**config.mk**
```make
export PLATFORM = sky130hd
export DESIGN_NAME = ctrperm_top
export DESIGN_NICKNAME = d
export VERILOG_FILES = /design/src/rtl/ctrperm_pkg.sv /design/src/rtl/ctrperm_warl_reg.sv /design/src/rtl/ctrperm_rule.sv /design/src/rtl/ctrperm_top.sv
export SDC_FILE = /design/constraint.sdc
export NUM_CORES = 1
export LEC_CHECK = 0
export ABC_AREA = 0
export BUFFER_PORTS_ARGS = -buffer_cell sky130_fd_sc_hd__buf_2
export CAP_MARGIN = 10
export CELL_PAD_IN_SITES_DETAIL_PLACEMENT = 2
export CELL_PAD_IN_SITES_GLOBAL_PLACEMENT = 2
export CORE_MARGIN = 2
export CORE_UTILIZATION = 35
export CTS_CLUSTER_SIZE = 14
export DETAILED_ROUTE_END_ITERATION = 6
export HOLD_SLACK_MARGIN = 0.02
export PLACE_DENSITY = 0.82
export SLEW_MARGIN = 0
export SYNTH_ARGS = -nofsm -noshare
export SYNTH_HDL_FRONTEND = slang
export SYNTH_SLANG_ARGS = --single-unit
```
**constraint.sdc**
```tcl
create_clock -name clk -period 4.55 [get_ports clk]
set_input_delay 0.2275 -clock clk [delete_from_list [all_inputs] [get_ports clk]]
set_output_delay 0.2275 -clock clk [all_outputs]
set_load 0.01 [all_outputs]
```
**src/rtl/ctrperm_pkg.sv**
```systemverilog
package ctrperm_pkg;

    typedef enum logic [1:0] {
        PRIV_U    = 2'd0,
        PRIV_S    = 2'd1,
        PRIV_RSVD = 2'd2,
        PRIV_M    = 2'd3
    } priv_e;

    localparam int unsigned ADDR_W  = 12;
    localparam int unsigned NCTR    = 32;
    localparam int unsigned IDX_W   = $clog2(NCTR);

    localparam logic [ADDR_W-1:0] ADDR_MEN  = 12'h306;
    localparam logic [ADDR_W-1:0] ADDR_SEN  = 12'h106;
    localparam logic [ADDR_W-1:0] ADDR_CTR0 = 12'hC00;

    typedef struct packed {
        logic             is_ctr;
        logic             is_men;
        logic             is_sen;
        logic [IDX_W-1:0] idx;
    } addr_dec_t;

    function automatic addr_dec_t decode_addr(input logic [ADDR_W-1:0] a);
        addr_dec_t d;
        d.is_ctr = (a[ADDR_W-1:IDX_W] == ADDR_CTR0[ADDR_W-1:IDX_W]);
        d.is_men = (a == ADDR_MEN);
        d.is_sen = (a == ADDR_SEN);
        d.idx    = a[IDX_W-1:0];
        return d;
    endfunction

    function automatic priv_e eff_priv(input logic [1:0] p);
        return (p == PRIV_RSVD) ? PRIV_U : priv_e'(p);
    endfunction

endpackage

```
**src/rtl/ctrperm_warl_reg.sv**
```systemverilog
module ctrperm_warl_reg
    import ctrperm_pkg::*;
#(
    parameter logic [NCTR-1:0] IMPL_MASK = '1
) (
    input  logic            clk,
    input  logic            rst,
    input  logic            wr_en,
    input  logic [NCTR-1:0] wr_data,
    output logic [NCTR-1:0] q
);

    always_ff @(posedge clk) begin
        if (rst)
            q <= '0;
        else if (wr_en)
            q <= wr_data & IMPL_MASK;
    end

    // unimplemented bits never hold a one
    assert_hardwired_zero_R2: assert property (@(posedge clk) disable iff (rst)
        (q & ~IMPL_MASK) == '0);

    // register is zero right after reset
    assert_reset_zero_R1: assert property (@(posedge clk)
        rst |=> q == '0);

endmodule

```
**src/rtl/ctrperm_rule.sv**
```systemverilog
module ctrperm_rule
    import ctrperm_pkg::*;
(
    input  logic [1:0]        priv,
    input  logic [ADDR_W-1:0] addr,
    input  logic              write,
    input  logic              misa_u,
    input  logic              misa_s,
    input  logic [NCTR-1:0]   men,
    input  logic [NCTR-1:0]   sen,
    output logic              deny,
    output logic              hit_men,
    output logic              hit_sen
);

    addr_dec_t dec;
    priv_e     p;
    logic      ctr_ok;

    always_comb begin
        dec = decode_addr(addr);
        p   = eff_priv(priv);
        unique case (p)
            PRIV_M:  ctr_ok = 1'b1;
            PRIV_S:  ctr_ok = men[dec.idx];
            default: ctr_ok = misa_s ? (men[dec.idx] & sen[dec.idx])
                                     : men[dec.idx];
        endcase
    end

    always_comb begin
        deny = 1'b0;
        if (dec.is_ctr)
            deny = write | ~ctr_ok;
        else if (dec.is_men)
            deny = (p != PRIV_M) | ~misa_u;
        else if (dec.is_sen)
            deny = ~misa_s | (p == PRIV_U);
    end

    assign hit_men = dec.is_men;
    assign hit_sen = dec.is_sen;

endmodule

```
**src/rtl/ctrperm_top.sv**
```systemverilog
module ctrperm_top
    import ctrperm_pkg::*;
#(
    parameter logic [31:0] M_IMPL_MASK = 32'hFFFF_FFF7,
    parameter logic [31:0] S_IMPL_MASK = 32'h0000_FFFF
) (
    input  logic        clk,
    input  logic        rst,
    input  logic        acc_valid,
    input  logic [1:0]  acc_priv,
    input  logic [11:0] acc_addr,
    input  logic        acc_write,
    input  logic [31:0] acc_wdata,
    input  logic        misa_u,
    input  logic        misa_s,
    output logic [31:0] rd_data,
    output logic        illegal
);

    logic [NCTR-1:0] men_q, sen_q;
    logic            deny, hit_men, hit_sen;
    logic            ok;

    ctrperm_rule u_rule (
        .priv    (acc_priv),
        .addr    (acc_addr),
        .write   (acc_write),
        .misa_u  (misa_u),
        .misa_s  (misa_s),
        .men     (men_q),
        .sen     (sen_q),
        .deny    (deny),
        .hit_men (hit_men),
        .hit_sen (hit_sen)
    );

    assign ok      = acc_valid & ~deny;
    assign illegal = acc_valid & deny;

    ctrperm_warl_reg #(.IMPL_MASK(M_IMPL_MASK)) u_men (
        .clk     (clk),
        .rst     (rst),
        .wr_en   (ok & acc_write & hit_men),
        .wr_data (acc_wdata),
        .q       (men_q)
    );

    ctrperm_warl_reg #(.IMPL_MASK(S_IMPL_MASK)) u_sen (
        .clk     (clk),
        .rst     (rst),
        .wr_en   (ok & acc_write & hit_sen),
        .wr_data (acc_wdata),
        .q       (sen_q)
    );

    always_comb begin
        rd_data = '0;
        if (ok && hit_men)      rd_data = men_q;
        else if (ok && hit_sen) rd_data = sen_q;
    end

    // a counter write is always flagged
    assert_ctr_write_illegal_R4: assert property (@(posedge clk) disable iff (rst)
        (acc_valid && acc_write && acc_addr[11:5] == 7'h60) |-> illegal);

    // a flagged access leaves both enables untouched
    assert_illegal_no_update_R9: assert property (@(posedge clk) disable iff (rst)
        illegal |=> ($stable(men_q) && $stable(sen_q)));

    // a user counter read that passes needs the machine enable bit
    assert_user_needs_men_R7: assert property (@(posedge clk) disable iff (rst)
        (acc_valid && acc_priv == 2'd0 && !acc_write && acc_addr[11:5] == 7'h60 && !illegal)
        |-> men_q[acc_addr[4:0]]);

    // no access, no flag and no data
    assert_idle_quiet_R11: assert property (@(posedge clk) disable iff (rst)
        !acc_valid |-> (!illegal && rd_data == '0));

endmodule

```
==> impl_metrics.xml, run 1 <==
<?xml version="1.0" encoding="UTF-8"?>
<metrics>
  <group name="cells_and_area">
    <metric name="antenna_cells_inserted" unit="">0</metric>
    <metric name="num-fill-cells" unit="">975</metric>
    <metric name="areaGrowthSynthToFinish" unit="%">15.1</metric>
    <metric name="layout.nets" unit="">439</metric>
    <metric name="drive_gt1_share" unit="%">28.4</metric>
    <metric name="final_cell_area" unit="um^2">3670</metric>
  </group>
  <group name="place">
    <metric name="gp_congestion" unit="">0.799</metric>
    <metric name="numPortBuffers" unit="">84</metric>
    <metric name="dpl.hpwl" unit="um">6900</metric>
    <metric name="postPlaceCellArea" unit="um^2">3580</metric>
  </group>
  <group name="synth">
    <metric name="synth_enable_flop_cells" unit="">0</metric>
    <metric name="yosys_most_used_dff" unit="">sky130_fd_sc_hd__dfxtp_1</metric>
    <metric name="synthesis.area" unit="um^2">3190</metric>
    <metric name="ys_seq_area_share" unit="%">29.5</metric>
    <metric name="synth_cell_type_count" unit="">43</metric>
    <metric name="synth-async-reset-ratio" unit="%">0</metric>
    <metric name="synthesized_flop_and_latch_total" unit="">47</metric>
    <metric name="syn_avg_cell_area" unit="um^2">9.96</metric>
    <metric name="warnings_synthesis" unit="">0</metric>
    <metric name="postSynthNetCount" unit="">372</metric>
    <metric name="synthesis.instances" unit="">320</metric>
  </group>
  <group name="sta">
    <metric name="slew_headroom" unit="%">32.1</metric>
    <metric name="transition_time_at_the_pin_with_the_least_slew_margin" unit="ns">1.02</metric>
    <metric name="finalSetupViolations" unit="">0</metric>
    <metric name="finalCritPeriodShare" unit="%">70.6</metric>
    <metric name="fin_crit" unit="ns">3.21</metric>
    <metric name="timing.clock.skew" unit="ns">0.0114</metric>
    <metric name="rsz0062_at_grt" unit="">no</metric>
    <metric name="final_hold_viol_count" unit="">0</metric>
    <metric name="post_route_setup_tns" unit="ns">0</metric>
    <metric name="timing.final.max_slew_violations" unit="">0</metric>
    <metric name="fmax" unit="MHz">311</metric>
  </group>
  <group name="clock_tree">
    <metric name="clk-insertion-delay-late" unit="ns">0.31</metric>
    <metric name="worst_setup_hold_path_clk_slew" unit="ns">0.09</metric>
    <metric name="ctsLongestPathBuffers" unit="">2</metric>
    <metric name="post-cts-setup-buffers" unit="">0</metric>
    <metric name="numCtsBuffers" unit="">5</metric>
    <metric name="cts_num_sinks" unit="">47</metric>
    <metric name="tritoncts_clock_tree" unit="">done</metric>
    <metric name="cts_root_buffer" unit="">sky130_fd_sc_hd__clkbuf_8</metric>
    <metric name="post_cts_resize_count" unit="">0</metric>
    <metric name="cts_h_tree_depth" unit="">2</metric>
    <metric name="cts-hold-fix-buffers" unit="">0</metric>
  </group>
  <group name="die">
    <metric name="floorplan.die.height" unit="um">99.4</metric>
    <metric name="io_pins" unit="">85</metric>
    <metric name="core" unit="um^2">8760</metric>
    <metric name="die_x" unit="um">99.4</metric>
    <metric name="effective_utilization_at_floorplan" unit="%">36.4</metric>
    <metric name="placement_rows" unit="">34</metric>
    <metric name="fp.dieArea" unit="um^2">9890</metric>
  </group>
  <group name="critical_path">
    <metric name="critical_path.max_fanout" unit="">25</metric>
    <metric name="r2r-start" unit="">u_sen.q[11]</metric>
    <metric name="timing.reg2reg.setup_slack" unit="ns">1.81</metric>
    <metric name="end_kind" unit="">output pin</metric>
    <metric name="worstReg2RegEnd" unit="">u_sen.q[4]</metric>
    <metric name="critPathRequiredTime" unit="ns">4.32</metric>
    <metric name="rr_worst_depth" unit="">6</metric>
    <metric name="critical_path.startpoint_type" unit="">input pin</metric>
    <metric name="worst_ep_arrival" unit="ns">2.98</metric>
    <metric name="type_of_the_setup_path_with_the_least_slack" unit="">in -&gt; out</metric>
  </group>
  <group name="drt">
    <metric name="vias" unit="">2670</metric>
    <metric name="detail_route.first_pass.iterations" unit="">4</metric>
    <metric name="detailed_route_wire_length_per_cell" unit="um">19.1</metric>
    <metric name="post_drt_via_cell_ratio" unit="">5.39</metric>
    <metric name="post_route_antenna_net_violation_count" unit="">0</metric>
    <metric name="totalWireLength" unit="um">9480</metric>
    <metric name="detailedRoute.firstIterationViolations" unit="">61</metric>
    <metric name="drcViolationCount" unit="">0</metric>
  </group>
  <group name="global_route">
    <metric name="grt_usage" unit="%">19.6</metric>
    <metric name="number_of_global_route_vias_before_repair" unit="">2898</metric>
    <metric name="grt_first_pass_wirelength" unit="um">15500</metric>
    <metric name="pin_count_of_the_biggest_net_entering_global_routing" unit="">80</metric>
    <metric name="antenna_found_initial" unit="">0</metric>
    <metric name="grt_remaining_overflow" unit="">0</metric>
  </group>
  <group name="power_and_ir_drop">
    <metric name="total_leakage_power" unit="nW">1.54</metric>
    <metric name="power_density_relative_to_cell_area" unit="nW/um^2">210</metric>
    <metric name="ir_drop" unit="mV">0.111</metric>
  </group>
  <group name="min_path">
    <metric name="hold_path_depth" unit="">3</metric>
    <metric name="hold-path-endpoint" unit="">u_men.q[23]</metric>
    <metric name="start_point_of_the_worst_min_delay_path" unit="">acc_wdata[23]</metric>
    <metric name="hp_class" unit="">in -&gt; reg</metric>
  </group>
  <group name="flow_run">
    <metric name="timing.max_cap.violations" unit="">0</metric>
  </group>
  <group name="run_status">
    <metric name="run_status" unit="">complete, no violations</metric>
  </group>
</metrics>
==> worst max path at each step <==
stage             endpoint        start
3_3_place_gp    rd_data[5]  acc_addr[1]
5_1_grt        rd_data[19]  acc_addr[1]
3_5_place_dp    rd_data[5]  acc_addr[1]
4_1_cts         rd_data[5]  acc_addr[1]
6_report       rd_data[11]  acc_addr[1]
2_1_floorplan  rd_data[27]  acc_addr[1]
==> power breakdown <==
part	internal, mW	leakage [nW]	total [mW]	switching (mW)
Combinational	0.0461	1.11	0.0947	0.0486
Clock	0.120	0.0470	0.265	0.146
Sequential	0.411	0.378	0.411	0.0000199
Total	0.577	1.54	0.771	0.194
==> per-layer routing <==
metal	global-route usage (%)	part of all wire, %
met4	3.79	0.82
met5	0	0
met3	2.25	2.5
met2	36.2	52
met1	24.7	45
==> synth_stat cells, types with 2 or more instances <==
library cell | instances | area (um^2)
sky130_fd_sc_hd__clkbuf_1 | 13 | 48.8
sky130_fd_sc_hd__nor3_1 | 20 | 100
sky130_fd_sc_hd__buf_2 | 6 | 30.0
sky130_fd_sc_hd__dfxtp_1 | 47 | 941
sky130_fd_sc_hd__nor2b_1 | 3 | 18.8
sky130_fd_sc_hd__mux4_1 | 2 | 52.6
sky130_fd_sc_hd__mux4_2 | 6 | 135
sky130_fd_sc_hd__nand2b_1 | 82 | 513
sky130_fd_sc_hd__or3_1 | 2 | 12.5
sky130_fd_sc_hd__nand2_1 | 4 | 15.0
sky130_fd_sc_hd__nor2_1 | 4 | 15.0
sky130_fd_sc_hd__nand4_1 | 2 | 12.5
sky130_fd_sc_hd__mux2_2 | 3 | 33.8
sky130_fd_sc_hd__nor4bb_1 | 17 | 170
sky130_fd_sc_hd__mux2i_1 | 71 | 711
sky130_fd_sc_hd__o211ai_1 | 2 | 15.0
sky130_fd_sc_hd__a2bb2oi_1 | 2 | 17.5
sky130_fd_sc_hd__buf_6 | 7 | 78.8
sky130_fd_sc_hd__and3_1 | 3 | 18.8
==> critical path, cell delays in order <==
cell and delay (ns):
sky130_fd_sc_hd__buf_2 0.39, sky130_fd_sc_hd__mux4_2 0.57, sky130_fd_sc_hd__nand2b_1 0.17, sky130_fd_sc_hd__a32o_1 0.26
sky130_fd_sc_hd__or2_1 0.28, sky130_fd_sc_hd__o31ai_4 0.42, sky130_fd_sc_hd__buf_4 0.37, sky130_fd_sc_hd__nor3_1 0.12
sky130_fd_sc_hd__buf_2 0.16
==> registers in the layout, indices dropped and copies added (netlist names) <==
| register | count |
|---|---|
| u_men.q | 31 |
| u_sen.q | 16 |
==> layout make-up <==
class,count,area (um^2),share of cell area (%)
multi-input combinational,244,2050,55.9
inverter,1,3.75,0.102
tap,108,135,3.68
clock buffer,6,82.6,2.25
clock inverter,1,5.00,0.136
sequential,47,941,25.6
timing repair buffer,88,450,12.3
==> cell families after synthesis <==
logic type / synth area share, %
DFF: 29.5
and+or+nand+nor: 30.0
muxes: 29.2
buffers and inverters: 6.16
AOI/OAI and AO/OA: 5.06
==> stage by stage <==
stage	worst slack (ns)	total power, mW	hold WS [ns]	util [%]	instances
final	1.34	0.771	0.176	41.9	495
after global routing	1.26	0.803	0.181	41.9	495
after CTS	1.31	0.782	0.175	41.9	495
after detailed placement	1.31	0.516	0.488	40.9	488
after global placement	1.39	0.513	0.477	40.9	488
after floorplan	2.31	0.481	0.380	-	320
==> layout by cell type (no fill, tap or decap), drive strengths merged, types with 3 or more instances in the layout <==
cell / netlist / final
and3: 3 / 3
buf: 15 / 88
clkbuf: 13 / 6
dfxtp: 47 / 47
mux2: 3 / 3
mux2i: 71 / 71
mux4: 8 / 8
nand2: 4 / 4
nand2b: 82 / 82
nor2: 4 / 4
nor2b: 3 / 3
nor3: 20 / 20
nor4bb: 17 / 17
(Power assumes the default switching activity.)
==> run 2: changes to the inputs <==
--- a/config.mk
+++ b/config.mk
@@ -11,11 +11,11 @@
 export CELL_PAD_IN_SITES_DETAIL_PLACEMENT = 2
 export CELL_PAD_IN_SITES_GLOBAL_PLACEMENT = 2
 export CORE_MARGIN = 2
-export CORE_UTILIZATION = 35
+export CORE_UTILIZATION = 32
 export CTS_CLUSTER_SIZE = 14
 export DETAILED_ROUTE_END_ITERATION = 6
 export HOLD_SLACK_MARGIN = 0.02
-export PLACE_DENSITY = 0.82
+export PLACE_DENSITY = 0.75
 export SLEW_MARGIN = 0
 export SYNTH_ARGS = -nofsm -noshare
 export SYNTH_HDL_FRONTEND = slang
==> constraint.sdc (replaced) <==
create_clock -name clk -period 3.2 [get_ports clk]
set_input_delay 0.16 -clock clk [delete_from_list [all_inputs] [get_ports clk]]
set_output_delay 0.16 -clock clk [all_outputs]
set_load 0.01 [all_outputs]
==> run 2 against run 1 <==
  * Global-route usage is 1.5 points lower
  * Sequential power is 42% higher
  * Via count is 1.4% higher
  * Highest routed layer unchanged
==> impl_metrics.xml, run 2 (synthesis gave the netlist of run 1 again) <==
<?xml version="1.0" encoding="UTF-8"?>
<metrics>
  <group name="run_status">
    <metric name="run_status" unit="">complete, no violations</metric>
  </group>
  <group name="clock_tree">
    <metric name="cts_root_buffer" unit="">sky130_fd_sc_hd__clkbuf_8</metric>
    <metric name="ctsLongestPathBuffers" unit="">2</metric>
    <metric name="cts-hold-fix-buffers" unit="">0</metric>
    <metric name="clk-insertion-delay-late" unit="ns">0.30</metric>
    <metric name="numCtsBuffers" unit="">5</metric>
    <metric name="cts_num_sinks" unit="">47</metric>
    <metric name="worst_setup_hold_path_clk_slew" unit="ns">0.09</metric>
    <metric name="post-cts-setup-buffers" unit="">0</metric>
    <metric name="cts_h_tree_depth" unit="">2</metric>
    <metric name="tritoncts_clock_tree" unit="">done</metric>
    <metric name="post_cts_resize_count" unit="">0</metric>
  </group>
  <group name="sta">
    <metric name="transition_time_at_the_pin_with_the_least_slew_margin" unit="ns">0.987</metric>
    <metric name="fmax" unit="MHz">360</metric>
    <metric name="slew_headroom" unit="%">34.2</metric>
    <metric name="final_hold_viol_count" unit="">0</metric>
    <metric name="post_route_setup_tns" unit="ns">0</metric>
    <metric name="postLayoutSetupSlackWorst" unit="ns">0.421</metric>
    <metric name="timing.final.max_slew_violations" unit="">0</metric>
    <metric name="finalSetupViolations" unit="">0</metric>
    <metric name="timing.clock.skew" unit="ns">0.00790</metric>
    <metric name="rsz0062_at_grt" unit="">no</metric>
    <metric name="fin_crit" unit="ns">2.78</metric>
    <metric name="finalCritPeriodShare" unit="%">86.9</metric>
    <metric name="final_layout_worst_hold_slack" unit="ns">0.115</metric>
  </group>
  <group name="die">
    <metric name="floorplan.die.height" unit="um">104</metric>
    <metric name="core" unit="um^2">9730</metric>
    <metric name="placement_rows" unit="">36</metric>
    <metric name="effective_utilization_at_floorplan" unit="%">32.8</metric>
    <metric name="fp.dieArea" unit="um^2">10800</metric>
    <metric name="die_x" unit="um">104</metric>
    <metric name="io_pins" unit="">85</metric>
  </group>
  <group name="drt">
    <metric name="detail_route.first_pass.iterations" unit="">4</metric>
    <metric name="drcViolationCount" unit="">0</metric>
    <metric name="totalWireLength" unit="um">9700</metric>
    <metric name="detailedRoute.firstIterationViolations" unit="">65</metric>
    <metric name="post_drt_via_cell_ratio" unit="">5.14</metric>
    <metric name="detailed_route_wire_length_per_cell" unit="um">18.4</metric>
    <metric name="post_route_antenna_net_violation_count" unit="">0</metric>
    <metric name="vias" unit="">2708</metric>
  </group>
  <group name="critical_path">
    <metric name="critPathRequiredTime" unit="ns">3.04</metric>
    <metric name="critical_path.startpoint_type" unit="">register</metric>
    <metric name="critical_path.max_fanout" unit="">15</metric>
    <metric name="type_of_the_setup_path_with_the_least_slack" unit="">reg -&gt; out</metric>
    <metric name="end_kind" unit="">output pin</metric>
    <metric name="worst_ep_arrival" unit="ns">2.62</metric>
  </group>
  <group name="global_route">
    <metric name="pin_count_of_the_biggest_net_entering_global_routing" unit="">80</metric>
    <metric name="grt_usage" unit="%">18.1</metric>
    <metric name="grt_remaining_overflow" unit="">0</metric>
    <metric name="grt_first_pass_wirelength" unit="um">15600</metric>
    <metric name="number_of_global_route_vias_before_repair" unit="">2987</metric>
    <metric name="antenna_found_initial" unit="">0</metric>
  </group>
  <group name="min_path">
    <metric name="hp_class" unit="">in -&gt; reg</metric>
  </group>
  <group name="cells_and_area">
    <metric name="largest_register_ffs" unit="">31</metric>
    <metric name="reg.largest.list" unit="">u_men.q (31), u_sen.q (16)</metric>
    <metric name="drive_gt1_share" unit="%">29.7</metric>
    <metric name="areaGrowthSynthToFinish" unit="%">17.7</metric>
    <metric name="antenna_cells_inserted" unit="">0</metric>
    <metric name="multi_input_comb_area" unit="um^2">2050</metric>
    <metric name="max_flop_register" unit="">u_men.q</metric>
    <metric name="num-fill-cells" unit="">1128</metric>
    <metric name="layout.nets" unit="">446</metric>
    <metric name="seqCellArea" unit="um^2">941</metric>
    <metric name="highest_count_cells_in_the_layout_ignoring_fill_and_taps" unit="">84 x sky130_fd_sc_hd__buf_2, 82 x sky130_fd_sc_hd__nand2b_1, 71 x sky130_fd_sc_hd__mux2i_1, 47 x sky130_fd_sc_hd__dfxtp_1, 20 x sky130_fd_sc_hd__nor3_1</metric>
    <metric name="mostFrequentLayoutCell" unit="">sky130_fd_sc_hd__buf_2</metric>
  </group>
  <group name="power_and_ir_drop">
    <metric name="ir_drop" unit="mV">0.165</metric>
    <metric name="power_density_relative_to_cell_area" unit="nW/um^2">292</metric>
    <metric name="total_leakage_power" unit="nW">1.57</metric>
  </group>
  <group name="place">
    <metric name="numPortBuffers" unit="">84</metric>
    <metric name="gp_congestion" unit="">0.808</metric>
    <metric name="dp_worst_setup_slack" unit="ns">0.447</metric>
    <metric name="dpl.hpwl" unit="um">7300</metric>
  </group>
  <group name="flow_run">
    <metric name="timing.max_cap.violations" unit="">0</metric>
  </group>
</metrics>
[run 2: critical path, stage by stage (launching register included)]
cell and delay (ns):
sky130_fd_sc_hd__dfxtp_1 0.35, sky130_fd_sc_hd__mux4_1 0.51, sky130_fd_sc_hd__mux2_2 0.29, sky130_fd_sc_hd__a2bb2oi_1 0.17
sky130_fd_sc_hd__o211ai_1 0.12, sky130_fd_sc_hd__a21oi_2 0.31, sky130_fd_sc_hd__buf_4 0.29, sky130_fd_sc_hd__o21a_1 0.16
sky130_fd_sc_hd__buf_2 0.12
[run 2: power breakdown]
part           total, mW  switching, mW  internal [mW]
logic              0.136         0.0698         0.0665
clock network      0.375          0.204          0.170
registers          0.584      0.0000270          0.584
[run 2: worst paths after layout]
path | startpoint | end | slack (ns) | cells after the start
worst max register to register | u_sen.q[11] | u_sen.q[0] | 0.91 | 7
worst min-delay path | acc_wdata[27] | u_men.q[27] | 0.11 | 3
worst min register to register | u_men.q[26] | u_men.q[26] | 0.50 | 2
worst max-delay path | u_sen.q[15] | illegal | 0.42 | 8
[run 2: final cells by class]
class                   count  share of cell area (%)
multi-input cells         244                    54.7
flip-flops and latches     47                    25.1
repair buffers             95                    13.4
well taps                 133                    4.43
clock buffers               6                    2.20
clock inverters             1                   0.133
inverters                   1                   0.100
[run 2: metrics by stage]
step / total power, mW / instances / cell area (um^2) / utilization, %
after global routing: 1.15 / 527 / 3750 / 38.6
after CTS: 1.11 / 527 / 3750 / 38.6
after global placement: 0.733 / 520 / 3660 / 37.7
final: 1.10 / 527 / 3750 / 38.6
after detailed placement: 0.737 / 520 / 3660 / 37.7
after floorplan: 0.684 / 320 / 3190 / -
[run 2: routing by layer]
metal	global-route usage [%]	share of wire [%]	wire [um]	vias up
li1	-	-	-	1295
met1	21.8	44	4300	1365
met2	33.7	52	5050	46
met3	3.27	3.0	295	2
met4	3.19	0.52	50	0
met5	0	0	0	-
